[config.mk]
export PLATFORM = sky130hd
export DESIGN_NAME = hbc_interp
export DESIGN_NICKNAME = d
export VERILOG_FILES = /design/src/rtl/hbc_pkg.sv /design/src/rtl/hbc_stage.sv /design/src/rtl/hbc_ctrl.sv /design/src/rtl/hbc_datapath.sv /design/src/rtl/hbc_interp.sv
export SDC_FILE = /design/constraint.sdc
export NUM_CORES = 2
export LEC_CHECK = 0
export CAP_MARGIN = 20
export CORE_ASPECT_RATIO = 0.5
export CORE_UTILIZATION = 30
export CTS_BUF_LIST = sky130_fd_sc_hd__clkbuf_8
export DETAILED_ROUTE_END_ITERATION = 8
export DONT_BUFFER_PORTS = 1
export PLACE_DENSITY = 0.53
export SYNTH_ARGS = -nofsm -noshare
export SYNTH_HDL_FRONTEND = slang
export SYNTH_SLANG_ARGS = --single-unit
[constraint.sdc]
create_clock -name clk -period 8.12 [get_ports clk]
set_clock_uncertainty 0.2 [all_clocks]
set_input_delay 0.812 -clock clk [delete_from_list [all_inputs] [get_ports clk]]
set_output_delay 0.812 -clock clk [all_outputs]
set_load 0.005 [all_outputs]
[src/rtl/hbc_pkg.sv]
package hbc_pkg;
  localparam int NUM_STAGES = 3;
  localparam int SEL_W = $clog2(NUM_STAGES + 1);

  // Strobes handed from the scheduler to the datapath.
  typedef struct packed {
    logic [NUM_STAGES-1:0] stageEn;    // stage takes part at this rate
    logic [NUM_STAGES-1:0] phaseB;     // emit the copy phase this cycle
    logic [SEL_W-1:0]      lastStage;  // number of active stages
  } hbc_strobes_t;
endpackage

[src/rtl/hbc_stage.sv]
// One lane of one x2 half-band stage, kernel [-1 0 9 16 9 0 -1]/16.
module hbc_stage #(
  parameter int IW = 18,
  parameter int OW = 20
) (
  input  logic                 clk,
  input  logic                 rst,
  input  logic                 inValid,
  input  logic                 emitB,
  input  logic signed [IW-1:0] inData,
  output logic                 outValid,
  output logic signed [OW-1:0] outData,
  output logic                 satHit
);
  localparam int GROW = OW - IW;
  localparam int SHR  = 4 - GROW;
  localparam int AW   = IW + 6;
  localparam logic signed [AW-1:0] HI_LIM = {{(AW-OW+1){1'b0}}, {(OW-1){1'b1}}};
  localparam logic signed [AW-1:0] LO_LIM = {{(AW-OW+1){1'b1}}, {(OW-1){1'b0}}};

  logic signed [IW-1:0] h0, h1, h2;
  logic signed [AW-1:0] xE, e0, e1, e2, acc, scaled;
  logic signed [OW-1:0] phaseA, phaseCopy;
  logic                 over;

  always_comb begin
    xE = AW'(inData);
    e0 = AW'(h0);
    e1 = AW'(h1);
    e2 = AW'(h2);
    // Even phase: the zero-stuffed taps leave four terms.
    acc = (e0 <<< 3) + e0 + (e1 <<< 3) + e1 - xE - e2;
    scaled = acc >>> SHR;
    over = 1'b0;
    phaseA = scaled[OW-1:0];
    if (scaled > HI_LIM) begin
      phaseA = HI_LIM[OW-1:0];
      over = 1'b1;
    end else if (scaled < LO_LIM) begin
      phaseA = LO_LIM[OW-1:0];
      over = 1'b1;
    end
    // Odd phase: only the centre tap survives.
    phaseCopy = OW'(h1) <<< GROW;
  end

  always_ff @(posedge clk) begin
    if (rst) begin
      h0 <= '0;
      h1 <= '0;
      h2 <= '0;
      outData <= '0;
      outValid <= 1'b0;
      satHit <= 1'b0;
    end else begin
      outValid <= 1'b0;
      satHit <= 1'b0;
      if (inValid) begin
        h0 <= inData;
        h1 <= h0;
        h2 <= h1;
        outData <= phaseA;
        outValid <= 1'b1;
        satHit <= over;
      end else if (emitB) begin
        outData <= phaseCopy;
        outValid <= 1'b1;
      end
    end
  end
endmodule

[src/rtl/hbc_ctrl.sv]
// Rate decode and per-stage scheduling of the second output phase.
module hbc_ctrl
  import hbc_pkg::*;
(
  input  logic                  clk,
  input  logic                  rst,
  input  logic [2:0]            rateSel,
  input  logic [NUM_STAGES-1:0] stageInValid,
  output hbc_strobes_t          strobes
);
  localparam int CNT_W = NUM_STAGES;

  logic [SEL_W-1:0]      activeCount;
  logic [NUM_STAGES-1:0] enVec, pbVec;

  always_comb begin
    if (rateSel >= 3'(NUM_STAGES)) activeCount = SEL_W'(NUM_STAGES);
    else activeCount = rateSel[SEL_W-1:0];
  end

  for (genvar s = 0; s < NUM_STAGES; s++) begin : gSched
    logic [CNT_W-1:0] cnt;
    logic [CNT_W-1:0] gap;
    // Half the spacing of this stage's input samples.
    assign gap = CNT_W'((32'd1 << activeCount) >> (s + 1));
    assign enVec[s] = activeCount > SEL_W'(s);
    assign pbVec[s] = (cnt == CNT_W'(1));

    always_ff @(posedge clk) begin
      if (rst) cnt <= '0;
      else if (stageInValid[s]) cnt <= gap;
      else if (cnt != '0) cnt <= cnt - 1'b1;
    end
  end

  assign strobes = '{stageEn: enVec, phaseB: pbVec, lastStage: activeCount};
endmodule

[src/rtl/hbc_datapath.sv]
module hbc_datapath
  import hbc_pkg::*;
#(
  parameter int IN_W  = 18,
  parameter int OUT_W = 20
) (
  input  logic                     clk,
  input  logic                     rst,
  input  logic                     inValid,
  input  logic signed [IN_W-1:0]   inI,
  input  logic signed [IN_W-1:0]   inQ,
  input  logic [NUM_STAGES-1:0]    clearSat,
  input  hbc_strobes_t             strobes,
  output logic [NUM_STAGES-1:0]    stageInValid,
  output logic                     outValid,
  output logic signed [OUT_W-1:0]  outI,
  output logic signed [OUT_W-1:0]  outQ,
  output logic [NUM_STAGES-1:0]    satFlags
);
  logic signed [OUT_W-1:0] candI [NUM_STAGES+1];
  logic signed [OUT_W-1:0] candQ [NUM_STAGES+1];
  logic [NUM_STAGES:0]     candValid;
  logic [NUM_STAGES-1:0]   satNow;

  assign candI[0] = OUT_W'(inI) <<< (OUT_W - IN_W);
  assign candQ[0] = OUT_W'(inQ) <<< (OUT_W - IN_W);
  assign candValid[0] = inValid;

  for (genvar s = 0; s < NUM_STAGES; s++) begin : gStage
    localparam int SIW = (s == 0) ? IN_W : OUT_W;
    logic signed [SIW-1:0] srcI, srcQ;
    logic srcValid, vI, vQ, sI, sQ;

    if (s == 0) begin : gFirst
      assign srcI = inI;
      assign srcQ = inQ;
      assign srcValid = inValid;
    end else begin : gNext
      assign srcI = candI[s];
      assign srcQ = candQ[s];
      assign srcValid = candValid[s];
    end

    assign stageInValid[s] = srcValid & strobes.stageEn[s];

    hbc_stage #(.IW(SIW), .OW(OUT_W)) uLaneI (
      .clk(clk), .rst(rst), .inValid(stageInValid[s]), .emitB(strobes.phaseB[s]),
      .inData(srcI), .outValid(vI), .outData(candI[s+1]), .satHit(sI)
    );
    hbc_stage #(.IW(SIW), .OW(OUT_W)) uLaneQ (
      .clk(clk), .rst(rst), .inValid(stageInValid[s]), .emitB(strobes.phaseB[s]),
      .inData(srcQ), .outValid(vQ), .outData(candQ[s+1]), .satHit(sQ)
    );

    assign candValid[s+1] = vI & vQ;
    assign satNow[s] = sI | sQ;
  end

  always_ff @(posedge clk) begin
    if (rst) begin
      outValid <= 1'b0;
      outI <= '0;
      outQ <= '0;
      satFlags <= '0;
    end else begin
      outValid <= candValid[strobes.lastStage];
      outI <= candI[strobes.lastStage];
      outQ <= candQ[strobes.lastStage];
      satFlags <= (satFlags & ~clearSat) | satNow;
    end
  end
endmodule

[src/rtl/hbc_interp.sv]
module hbc_interp
  import hbc_pkg::*;
#(
  parameter int IN_W  = 18,
  parameter int OUT_W = 20
) (
  input  logic                    clk,
  input  logic                    rst,
  input  logic [2:0]              rateSel,
  input  logic                    inValid,
  input  logic signed [IN_W-1:0]  inI,
  input  logic signed [IN_W-1:0]  inQ,
  input  logic [2:0]              clearSat,
  output logic                    outValid,
  output logic signed [OUT_W-1:0] outI,
  output logic signed [OUT_W-1:0] outQ,
  output logic [2:0]              satFlags
);
  hbc_strobes_t          strobes;
  logic [NUM_STAGES-1:0] stageInValid;

  hbc_ctrl uCtrl (
    .clk(clk), .rst(rst), .rateSel(rateSel),
    .stageInValid(stageInValid), .strobes(strobes)
  );

  hbc_datapath #(.IN_W(IN_W), .OUT_W(OUT_W)) uData (
    .clk(clk), .rst(rst), .inValid(inValid), .inI(inI), .inQ(inQ),
    .clearSat(clearSat), .strobes(strobes), .stageInValid(stageInValid),
    .outValid(outValid), .outI(outI), .outQ(outQ), .satFlags(satFlags)
  );
endmodule

Word level (Yosys, flattened, before mapping)
Cells that the tools add are included.
Word-level totals
  register bits: 530
  input port bits: 45
  output and inout bits: 44
  word-level logic and storage cells: 177
Operators by class
  bitwise operators: 13
  multiplexer cells: 57
  add/subtract/negate cells: 33
  equal/unequal tests: 3
  reductions and logical operators: 12
  $lt $le $gt $ge: 18
  shift-type cells: 1
Operators by type and width (count)
  20-bit 2-to-1 mux: 28
  26-bit by 20-bit subtractor with 26-bit output: 8
  22-bit by 20-bit > comparator with 1-bit output (second input constant): 6
  22-bit by 20-bit < comparator with 1-bit output (second input constant): 6
  25-bit by 20-bit adder with 26-bit output: 4
  24-bit by 23-bit adder with 25-bit output: 4
  23-bit by 20-bit adder with 24-bit output: 4
  24-bit by 18-bit subtractor with 24-bit output: 4
  20-bit binary-select mux with 2-bit select: 2
  23-bit by 18-bit adder with 24-bit output: 2
  22-bit by 21-bit adder with 23-bit output: 2
  21-bit by 18-bit adder with 22-bit output: 2
  1-bit 2-to-1 mux: 19
  3-bit 2-to-1 mux: 6
  2-bit nonzero test: 6
  3-bit by 1-bit equality test with 1-bit output (second input constant): 3
  3-bit nonzero test: 3
  3-bit by 1-bit subtractor with 3-bit output (second input constant): 3
  2-bit OR reduction: 3
  1-bit by 2-bit << shifter with 6-bit output (first input constant): 1
  2-bit by 1-bit > comparator with 1-bit output (second input constant): 2
  1-bit AND: 3
  3-bit AND: 1
  3-bit by 2-bit >= comparator with 1-bit output (second input constant): 1
  10 further kinds: 14

Longest topological paths before layout
  word-level depth: 9
  gate-level depth with buffers: 20
  gate-level depth less buffers: 18

Cells and area by module
A second synthesis with hierarchy kept.
Second synthesis, totals
  cell total of the unflattened synthesis: 4408
  area, all modules: 42165.4 um^2
Modules (own cells, without submodules)
  hbc_stage at uData.gStage[2].uLaneI ...: area an instance 6641.4 um^2, cells an instance 676, instances 2, seq. area each 1641.6 um^2
  hbc_stage at uData.gStage[0].uLaneI ...: area an instance 6174.7 um^2, cells an instance 671, instances 2, seq. area each 1521.5 um^2
  hbc_stage at uData.gStage[1].uLaneI: area an instance 6902.9 um^2, cells an instance 740, instances 1, seq. area each 1641.6 um^2
  hbc_stage at uData.gStage[1].uLaneQ: area an instance 6801.5 um^2, cells an instance 744, instances 1, seq. area each 1641.6 um^2
  hbc_datapath: area an instance 2209.6 um^2, cells an instance 160, instances 1, seq. area each 880.8 um^2
  hbc_ctrl: area an instance 619.3 um^2, cells an instance 70, instances 1, seq. area each 180.2 um^2

Worst setup path after synthesis
Ideal clock, no wire load.
  path type: in2reg
  start point: input port inI[2]
  end point: register uData.gStage[0].uLaneI.outData[10]
  arrival: 4978 ps
  setup time: 91 ps
  data required time: 7829 ps
  path buffers: 1
  stages: 17
  slack: 2852 ps
  path through: fa_1 inv_1 fa_1 fa_1 ha_1 fa_1 a21o_1 a21oi_1 o21ai_0 and3_1 a21o_1 a311oi_1 o21a_1 nand2b_2 buf_2 a21oi_1 a311oi_1
Between the ends
  cells in the longest elaborated chain, start to end: 6
  elaborated cells on any way between the ends: 7
  those cells by class: 2 x add/sub; 2 x order compare; 3 x mux
RTL lines
  start, declared: RTL line hbc_interp.sv:11  | input logic signed [IN_W-1:0] inI,
  24-bit by 18-bit subtractor with 24-bit output (*) (2 in series): RTL line hbc_stage.sv:32  | acc = (e0 <<< 3) + e0 + (e1 <<< 3) + e1 - xE - e2;
  22-bit by 20-bit < comparator with 1-bit output: RTL line hbc_stage.sv:39  | end else if (scaled < LO_LIM) begin
  20-bit 2-to-1 mux: RTL line hbc_stage.sv:39
  20-bit 2-to-1 mux (*): RTL line hbc_stage.sv:36  | if (scaled > HI_LIM) begin
  20-bit 2-to-1 mux (*): RTL line hbc_stage.sv:58  | if (inValid) begin
  end signal, assigned: RTL line hbc_stage.sv:62  | outData <= phaseA;
  end signal, assigned: RTL line hbc_stage.sv:66  | outData <= phaseCopy;
  end, declared: RTL line hbc_stage.sv:12  | output logic signed [OW-1:0] outData,
Mark *: on every way between the ends. The rest lies on a longest branch, timed or not.
A chain may end at the register's enable or synchronous reset.

Worst setup path in the final report
  start point: register uData.gStage[2].uLaneQ.h0[19]
  end point: register uData.gStage[2].uLaneQ.outData[2]
Between the ends
  cells in the longest elaborated chain, start to end: 9
  elaborated cells on any way between the ends: 10
  those cells by class: 5 x add/sub; 2 x order compare; 3 x mux
RTL lines
  start, declared: RTL line hbc_stage.sv:21  | logic signed [IW-1:0] h0, h1, h2;
  start signal, assigned: RTL line hbc_stage.sv:59  | h0 <= inData;
  23-bit by 20-bit adder with 24-bit output (*): RTL line hbc_stage.sv:32
  24-bit by 23-bit adder with 25-bit output (*): RTL line hbc_stage.sv:32
  25-bit by 20-bit adder with 26-bit output (*): RTL line hbc_stage.sv:32
  26-bit by 20-bit subtractor with 26-bit output (*) (2 in series): RTL line hbc_stage.sv:32
  22-bit by 20-bit < comparator with 1-bit output: RTL line hbc_stage.sv:39
  20-bit 2-to-1 mux: RTL line hbc_stage.sv:39
  20-bit 2-to-1 mux (*): RTL line hbc_stage.sv:36
  20-bit 2-to-1 mux (*): RTL line hbc_stage.sv:58
  end signal, assigned: RTL line hbc_stage.sv:62
  end signal, assigned: RTL line hbc_stage.sv:66
  end, declared: RTL line hbc_stage.sv:12
Marked as above.

==> results_dict.tcl <==
set metrics [dict create \
    path_type_of_the_worst_min_delay_path "primary input to register" \
    cts_tree "yes" \
    finalSetupTns_ns 0 \
    clk_sink_count 530 \
    finalHoldViolCount 0 \
    floorplan.io_pins 89 \
    synth_instances 4807 \
    worst_path_dominant_cell_family "adder cells" \
    worstRegToRegCells 18 \
    p_clk_share_pct 19.8 \
    num_vias 31400 \
    hold-path-endpoint "uCtrl.gSched[0].cnt[2]$_SDFFE_PP0P_" \
    min_delay_path_depth 2 \
    irDropWorstVdd_uv 309 \
    combinationalPowerShare_pct 58.9 \
    maxSlewHeadroom_pct 24.0 \
    r2r_setup_slack_ns 2.22 \
    seq_area_frac_synth_pct 26.3 \
    cts_buffers 94 \
    path_max_fanout 12 \
    cp-start-kind "register" \
    portBuffers 0 \
    routed_wirelength_um 116000 \
    avgViaCountPerCell 4.75 \
    fp-row-count 94 \
    grt.overflow.total 0 \
    synth.cells.most_frequent "nand2_1, inv_1, dfxtp_1" \
    clkLatencyLatePin_ns 0.80 \
    synth_async_sr_flop_share_pct 0 \
    slowest_library_cell_on_the_worst_path "fa_1" \
    syn_area_per_cell_um2 8.40 \
    outcome "completed" \
    yosys_register_bits 530 \
    postCtsResizedCells 0 \
    depth_of_the_cts_h_tree 3 \
    rsz0062_at_grt "false" \
    postPlaceCellArea_um2 42000 \
    number_of_flops_mapped_to_enable_cells_by_yosys 0 \
    worst_setup_path_end_kind "register" \
    globalRouteTotalUtil_pct 17.2 \
    maxClockFrequency_mhz 169 \
    tightest_slew_ns 1.13 \
    drt_iter0_drc 2036 \
    r2r_start "uData.gStage[2].uLaneQ.h0[19]$_SDFFE_PP0P_" \
    critPathMaxStageDelay_ns 0.55 \
    layout-area-overhead-vs-synth_pct 10.8 \
    critical_path.most_common_cell "inv_1" \
    cp_cell_sequence "inv_1 -> fa_1 -> inv_1 -> fa_1 -> inv_1 -> fa_1 -> inv_1 -> ha_1 -> and4_1 -> and2_1 -> a221oi_1 -> nor3b_1 -> a21oi_1 -> xnor2_1 -> or3_1 -> o211ai_1 -> nand2_1 -> o22ai_1" \
    synth_area_leader_cell "dfxtp_1" \
    power_density_nw_per_um2 336 \
    timing_worst_setup_path_type "register to register" \
    number_of_design_rule_violations_left_after_detail_routing 0 \
    clkSlewWorstSetupHoldPaths_ns 0.07 \
    synth_warnings 0 \
    vertical_extent_of_the_die_um 261 \
    final_cell_area_um2 44700 \
    p_leak_nw 19.1 \
    detailed_place_hpwl_um 85300 \
    synth.top_cell.area_share_pct 26.3 \
    grt_first_pass_wirelength_um 184000 \
    finalSetupViolCount 0 \
    report.final.slew_viol_count 0 \
    die_area_um2 136000 \
    worst_ep_arrival_time_ns 6.39 \
    grt_antenna_before_repair 11 \
    timing.critical_path.required_ns 8.60 \
    core_area_um2 133000 \
    critical_path.n_buffers_inverters 4 \
    seq_power_share_pct 21.3 \
    detail_route.wl_per_cell_um 17.5 \
    most_common_cell_in_the_synthesized_netlist "nand2_1" \
    drt_pre_antenna_iters 5 \
    layout_min_cycle_time_ns 5.90 \
    grt_max_degree 177 \
    final_net_count 5480 \
    place_congestion 0.896 \
    p_sw_share_pct 46.0 \
    synth.net_count 5529 \
    vias_in_the_first_global_route 32000 \
    syn_area_um2 40400 \
    drv_cap 0 \
    starting_utilization_of_the_core_area_pct 30.5 \
    cts.root.buffer_cell "clkbuf_8" \
    postRouteAntennaNets 0 \
    net-switching-power_mw 6.93 \
    synth.top_cells.by_area "dfxtp_1, fa_1, nand2_1, inv_1, a21oi_1" \
    crit_share_post_route_pct 72.7 \
    clock_tree.buffer_depth 3 \
    cell_internal_pwr_mw 8.12 \
    die_width_um 521 \
    start_point_of_the_worst_min_delay_path "inValid" \
    final_layout_size_suffix_gt1_share_pct 5.42 \
    ys.flop_type "dfxtp_1" \
    totalPowerFinal_mw 15.1 \
    yosys.cell_types.count 91 \
    regToRegEndpoint "uData.gStage[2].uLaneQ.outData[2]$_SDFFE_PP0P_" \
]
[registers in the layout, summed over array words and instances, names as in the netlist]
register and count:
uData.outValid 1, uData.gStage.uLaneI.h1 58, uData.gStage.uLaneQ.outValid 1, uData.gStage.uLaneQ.h2 58
uData.gStage.uLaneI.outData 60, uCtrl.gSched.cnt 9, uData.gStage.uLaneQ.h1 58, uData.gStage.uLaneI.satHit 3
uData.gStage.uLaneQ.h0 58, uData.gStage.uLaneI.outValid 2, uData.gStage.uLaneQ.satHit 3, uData.gStage.uLaneI.h2 58
uData.gStage.uLaneI.h0 58, uData.outQ 20, uData.outI 20, uData.gStage.uLaneQ.outData 60
uData.satFlags 3
[area by class of cell]
class | instances | area (µm²)
tap | 1776 | 2220
clock inverter | 53 | 563
sequential | 530 | 10600
fill | 13800 | 87800
inverter | 884 | 3320
clock buffer | 121 | 1670
multi-input combinational | 3179 | 25700
antenna | 7 | 17.5
timing repair buffer | 69 | 691
[layer usage]
metal,track usage [%],wire length (µm),up-vias
li1,-,-,15100
met1,23.0,53700,15500
met2,29.1,54600,628
met3,2.56,4980,136
met4,4.37,2330,0
met5,0,0,-
[cells by family after synthesis]
group,after synthesis,share of synthesized area [%]
and+or+nand+nor,1319,13.7
muxes,53,1.32
AOI/OAI and AO/OA,1014,15.7
DFF,530,26.3
buffers and inverters,1098,10.4
xor gates and xnor gates,116,2.52
adders and majority gates,677,30.2
[power by group through the flow]
stage	combinational [mW]	sequential, mW	clock [mW]
after CTS	8.89	3.21	3.05
after floorplan	7.14	3.08	0
final	8.86	3.21	2.98
after global routing	10.0	3.24	3.17
after detailed placement	8.76	3.27	0
after global placement	8.65	3.27	0
[metrics by stage]
step / hold WS, ns / setup WS [ns] / cells / utilization (%)
after floorplan: 0.240 / 2.85 / 4807 / -
after global placement: 0.250 / 2.26 / 6391 / 31.7
after detailed placement: 0.252 / 2.22 / 6393 / 31.7
after CTS: 0.000179 / 2.19 / 6610 / 33.7
after global routing: 0.0172 / 1.90 / 6619 / 33.8
final: 0.0730 / 2.22 / 6619 / 33.8
[worst max-delay path by stage]
stage	start	endpoint	slack (ns)	cells past startpoint
floorplan	inI[2]	uData.gStage[0].uLaneI.outData[10]$_SDFFE_PP0P_	2.85	17
global placement	inQ[2]	uData.gStage[0].uLaneQ.outData[12]$_SDFFE_PP0P_	2.26	15
detailed placement	inQ[2]	uData.gStage[0].uLaneQ.outData[12]$_SDFFE_PP0P_	2.22	15
CTS	uData.gStage[2].uLaneQ.h0[19]$_SDFFE_PP0P_	uData.gStage[2].uLaneQ.outData[2]$_SDFFE_PP0P_	2.19	18
global route	uData.gStage[2].uLaneQ.h1[19]$_SDFFE_PP0P_	uData.gStage[2].uLaneQ.outData[7]$_SDFFE_PP0P_	1.90	18
finish	uData.gStage[2].uLaneQ.h0[19]$_SDFFE_PP0P_	uData.gStage[2].uLaneQ.outData[2]$_SDFFE_PP0P_	2.22	18
[layout by cell type (no fill, tap or decap), drive strengths merged, types with 17 or more instances in the layout]
master	instances
a211oi	49
a21o	63
a21oi	537
a221oi	27
a311oi	48
and3	17
buf	28
clkbuf	121
clkinv	17
dfxtp	530
dlygate4sd3	41
fa	496
ha	181
inv	900
mux2i	50
nand2	945
nand2b	18
nand3	22
nand3b	19
nor2	164
nor2b	46
nor3	26
o211ai	28
o21ai	125
o21bai	18
xnor2	82
xor2	34
[what timing repair did]
action                                 4_1_cts  5_1_grt
endpoints found under the hold margin      198        0
hold buffers                                43        0
setup buffers                                0        0
Note: power is estimated with default switching activity, not from simulation.
